[src/rtl/ret_addr_stack.sv]
module ret_addr_stack #(
  parameter int ADDR_W = 13,
  parameter int DEPTH  = 16
) (
  input  logic              clk,
  input  logic              rst_n,
  input  logic              push_i,
  input  logic [ADDR_W-1:0] push_addr_i,
  input  logic              pop_i,
  output logic [ADDR_W-1:0] pop_addr_o,
  input  logic              irq_req_i,
  output logic              irq_ack_o,
  output logic              full_o,
  output logic              empty_o,
  output logic              underflow_o
);
  localparam int PW = $clog2(DEPTH);
  localparam int CW = $clog2(DEPTH + 1);

  logic [ADDR_W-1:0] slot_q [DEPTH];
  logic [PW-1:0]     wr_q;
  logic [CW-1:0]     cnt_q;
  logic [ADDR_W-1:0] last_q;
  logic              unf_q;

  wire [PW-1:0] top    = wr_q - 1'b1;
  wire          pop_ok = pop_i && !push_i && !empty_o;

  assign empty_o     = (cnt_q == '0);
  assign full_o      = (cnt_q == CW'(DEPTH));
  assign pop_addr_o  = empty_o ? last_q : slot_q[top];
  assign irq_ack_o   = irq_req_i && !full_o;
  assign underflow_o = unf_q;

  always_ff @(posedge clk or negedge rst_n) begin
    if (!rst_n) begin
      for (int i = 0; i < DEPTH; i++) slot_q[i] <= '0;
      wr_q   <= '0;
      cnt_q  <= '0;
      last_q <= '0;
      unf_q  <= 1'b0;
    end else begin
      unf_q <= pop_i && !push_i && empty_o;
      if (push_i) begin
        slot_q[wr_q] <= push_addr_i;
        wr_q         <= wr_q + 1'b1;
        if (!full_o) cnt_q <= cnt_q + 1'b1;
      end else if (pop_ok) begin
        wr_q   <= top;
        cnt_q  <= cnt_q - 1'b1;
        last_q <= slot_q[top];
      end
    end
  end

  a_r2_push_pop_exclusive: assert property (@(posedge clk) disable iff (!rst_n)
    !(push_i && pop_i));
  a_r3_push_leaves_nonempty: assert property (@(posedge clk) disable iff (!rst_n)
    push_i |=> !empty_o);
  a_r4_full_holds_on_push: assert property (@(posedge clk) disable iff (!rst_n)
    (full_o && push_i) |=> full_o);
  a_r5_no_ack_when_full: assert property (@(posedge clk) disable iff (!rst_n)
    full_o |-> !irq_ack_o);
  a_r6_pop_frees_place: assert property (@(posedge clk) disable iff (!rst_n)
    (pop_i && !push_i && full_o) |=> !full_o);
  a_r7_underflow_pulse: assert property (@(posedge clk) disable iff (!rst_n)
    (pop_i && !push_i && empty_o) |=> (underflow_o && empty_o));
  a_r7_stable_on_empty_pop: assert property (@(posedge clk) disable iff (!rst_n)
    (pop_i && !push_i && empty_o) |=> $stable(pop_addr_o));
endmodule

[config.mk]
export PLATFORM = sky130hd
export DESIGN_NAME = ret_addr_stack
export DESIGN_NICKNAME = d
export VERILOG_FILES = /design/src/rtl/ret_addr_stack.sv
export SDC_FILE = /design/constraint.sdc
export NUM_CORES = 1
export LEC_CHECK = 0
export BUFFER_PORTS_ARGS = -buffer_cell sky130_fd_sc_hd__buf_2
export CORE_MARGIN = 2
export CORE_UTILIZATION = 60
export CTS_CLUSTER_SIZE = 10
export DETAILED_ROUTE_END_ITERATION = 8
export PLACE_DENSITY_LB_ADDON = 0.1
export SYNTH_ARGS = -nofsm -noshare
export SYNTH_HDL_FRONTEND = slang
export SYNTH_SLANG_ARGS = --single-unit
[constraint.sdc]
create_clock -name clk -period 6 [get_ports clk]
set_input_delay 1.2 -clock clk [delete_from_list [all_inputs] [get_ports clk]]
set_output_delay 1.2 -clock clk [all_outputs]
set_load 0.05 [all_outputs]
==> impl_summary.log <==
INFO  metric min_period = 5540 ps
INFO  metric netlist_instances = 743
INFO  metric worst_reg2reg_setup_slack = 2280 ps
INFO  metric post-cts-setup-buffer-count = 0
INFO  metric ys_top_cells_by_area = sky130_fd_sc_hd__dfrtp_1 (53%), sky130_fd_sc_hd__mux2_2 (22%), sky130_fd_sc_hd__mux4_2 (10%), sky130_fd_sc_hd__nor3b_1 (2.7%), sky130_fd_sc_hd__a2111oi_2 (1.8%)
INFO  metric critical_path_required = 4800 ps
INFO  metric dieHeight = 139 um
INFO  metric synth.cell_area = 10900 um^2
INFO  metric finalSetupTns = 0 ps
INFO  metric design.final.nets = 782
INFO  metric cts_buffers = 27
INFO  metric clk_path_buf_depth = 3
INFO  metric synthesis.nets = 770
INFO  metric yosys.area_share.adder = 0.0110
INFO  metric slew_headroom = 0.113
INFO  metric start_util = 0.611
INFO  metric layout.cells.non_filler = 990
INFO  metric min-delay-path-class = reg2reg
INFO  metric finalClockSkew = 13.2 ps
INFO  metric synth_simple_gate_area_frac = 0.0557
INFO  metric worst-r2r-cell-count = 7
INFO  metric synth_ff_type = sky130_fd_sc_hd__dfrtp_1
INFO  metric drc = 0
INFO  metric fraction_of_layout_cells_with_a_size_suffix_above_1 = 0.468
INFO  metric die_x = 139 um
INFO  metric worstSetupStartpoint = wr_q[0]
INFO  metric series_of_cell_instances_along_the_critical_path = inv_1 > ha_1 > nor2b_1 > a211oi_2 > nor3b_1 > a2111oi_2 > a21oi_1 > buf_2
INFO  metric grtUsageTotal = 0.265
INFO  metric antenna-diode-count = 0
INFO  metric synth_seq_cells = 231
INFO  metric clock_sink_count = 231
INFO  metric crit_path_max_incr_delay = 1120 ps
INFO  metric syn_to_final_growth = 9.03%
INFO  metric synth-seq-area-share = 0.528
INFO  metric cts_tree = yes
INFO  metric synth_warnings = 0
INFO  metric routed_antenna_nets = 0
INFO  metric wire_per_inst = 25.1 um
INFO  metric grt_pass1_wl = 39.6 mm
INFO  metric cp-start-kind = register
INFO  metric die_area = 19300 um^2
INFO  metric synth_xor_xnor_area_share = 0.00641
INFO  metric root_buffer = sky130_fd_sc_hd__clkbuf_16
INFO  metric cp_slowest_cell = sky130_fd_sc_hd__a211oi_2
INFO  metric buffers_and_inverters_on_the_worst_path = 2
INFO  metric cp.arrival = 4340 ps
INFO  metric synth.most_common_cell = sky130_fd_sc_hd__dfrtp_1
INFO  metric max_slew.worst_pin.slew = 1330 ps
INFO  metric fin_crit_sh = 0.923
INFO  metric detailedPlacementHpwl = 15.2 mm
INFO  metric drt-initial-drc-count = 533
INFO  metric crit_end = pop_addr_o[2]
INFO  metric synth_top_cell_area_share = 0.528
INFO  metric finalHoldViolations = 0
INFO  metric critical-path-top-delay-family = compound AO/OA/AOI/OAI gates
INFO  metric combinational_family_with_the_most_area_after_synthesis = multiplexers
INFO  metric post_synth.cell_area_avg = 14.7 um^2
INFO  metric number_of_enable_flip_flop_cells_after_synthesis = 0
INFO  metric ys_top_cells_by_count = sky130_fd_sc_hd__dfrtp_1 (231), sky130_fd_sc_hd__mux2_2 (209), sky130_fd_sc_hd__mux4_2 (49), sky130_fd_sc_hd__nor3b_1 (39), sky130_fd_sc_hd__clkbuf_1 (31)
INFO  metric rsz0062_at_grt = false
INFO  metric insertion_delay = 530 ps
INFO  metric core_area = 17900 um^2
INFO  metric critical_path_depth = 8
INFO  metric gp_congestion = 0.794
INFO  metric port_buffers = 34
INFO  metric cell_accounting_for_the_most_synthesized_area = sky130_fd_sc_hd__dfrtp_1
INFO  metric detailroute.via_count = 6432
INFO  metric detail_route.wirelength = 24.9 mm
INFO  metric crit_path_max_fanout = 36
INFO  metric reg2reg_from = wr_q[0]
INFO  metric synth_compound_gate_area_share = 0.0428
INFO  metric worst_setup_path_class = reg2out
INFO  metric cts-hold-fix-buffers = 0
INFO  metric clk_pin_slew = 50 ps
INFO  metric multiplexer_share_of_the_synthesized_area = 0.323
INFO  metric critical_path.endpoint_type = primary output
INFO  metric overflow = 0
INFO  metric max_cap_violation_count = 0
INFO  metric post_drt_via_cell_ratio = 6.50
INFO  metric grt_pass1_vias = 6625
INFO  metric run_status = finished, final reports clean
INFO  metric finalMaxSlewViolations = 0
INFO  metric synth.lib_cells_used.distinct = 41
INFO  metric post-place-cells = 955
INFO  metric async_flop_share = 1.00
INFO  metric achievable-frequency = 0.180 GHz
INFO  metric timing.final.setup_violations = 0
INFO  metric grt_antenna_before_repair = 1
INFO  metric regToRegEndpoint = last_q[2]
INFO  metric num_io_pins = 35
INFO  metric cts.repair.resized = 0
INFO  metric h_tree_depth = 1
INFO  metric row_count = 49
INFO  metric largest_net_degree_at_the_start_of_global_routing = 132
INFO  metric firstDrtPassIters = 5
[cells in the final DEF (no fill, tap or decap), types with 6 or more instances in the layout]
| cell type | instances |
|---|---|
| sky130_fd_sc_hd__buf_4 | 9 |
| sky130_fd_sc_hd__a21oi_1 | 17 |
| sky130_fd_sc_hd__nand3_1 | 8 |
| sky130_fd_sc_hd__dfrtp_1 | 230 |
| sky130_fd_sc_hd__xnor2_1 | 6 |
| sky130_fd_sc_hd__clkbuf_16 | 27 |
| sky130_fd_sc_hd__mux2_2 | 209 |
| sky130_fd_sc_hd__a2111oi_2 | 13 |
| sky130_fd_sc_hd__mux4_2 | 49 |
| sky130_fd_sc_hd__nor3b_1 | 39 |
| sky130_fd_sc_hd__ha_1 | 7 |
| sky130_fd_sc_hd__nor2_1 | 21 |
| sky130_fd_sc_hd__nand2_1 | 21 |
| sky130_fd_sc_hd__buf_2 | 33 |
| sky130_fd_sc_hd__inv_1 | 8 |
| sky130_fd_sc_hd__o21ai_1 | 13 |
[registers in the layout, summed over array words and instances, names as in the netlist]
name and flops:
slot_q 208, underflow_o 1, last_q 13, wr_q 4, cnt_q 5
[through the flow]
step                      hold WS, ps  area (um^2)  utilization  worst slack, ps
after global routing              502        11900        0.666             93.5
final                             487        11900        0.666              459
after floorplan                   456        10900            -             1830
after detailed placement          477        11200        0.625             1040
after CTS                         489        11900        0.666              453
after global placement            467        11200        0.625             1100
[final cells by class]
| cell class | instances | area, um^2 |
|---|---|---|
| clock buffer | 34 | 722 |
| clock inverter | 1 | 8.76 |
| fill | 1262 | 5980 |
| inverter | 8 | 30.0 |
| multi-input combinational | 443 | 4830 |
| sequential | 231 | 5780 |
| tap | 229 | 287 |
| timing repair buffer | 44 | 268 |
[per-layer routing]
metal,wire [um],GRT usage,vias up
met2,11800,0.410,177
met5,9,0,-
met3,1440,0.0525,54
li1,-,-,2762
met1,11000,0.384,3437
met4,692,0.0877,2
[how the worst min path moves through the flow]
stage,from,to,depth (start not counted)
after CTS,last_q[0],last_q[0],2
after detailed placement,last_q[0],last_q[0],2
after global routing,slot_q[88],slot_q[88],1
final,last_q[0],last_q[0],2
after floorplan,last_q[0],last_q[0],2
after global placement,last_q[2],last_q[2],2
[worst min-delay path: stages, from the launching register on]
cell and delay, ps:
sky130_fd_sc_hd__dfrtp_1 340, sky130_fd_sc_hd__nand2_1 50, sky130_fd_sc_hd__o21ai_1 60
[logic make-up (layout without fill, tap and decap cells)]
| group | after synthesis | after routing |
|---|---|---|
| muxes | 261 | 261 |
| DFF | 231 | 231 |
| and+or+nand+nor | 107 | 107 |
| buffers and inverters | 69 | 87 |
| AOI/OAI and AO/OA | 58 | 58 |
| adders and majority gates | 9 | 9 |
| xor gates and xnor gates | 8 | 8 |
Power is left out: the tool's default activity adds up to more than one toggle a clock period on the data nets, which glitch-free logic cannot reach.
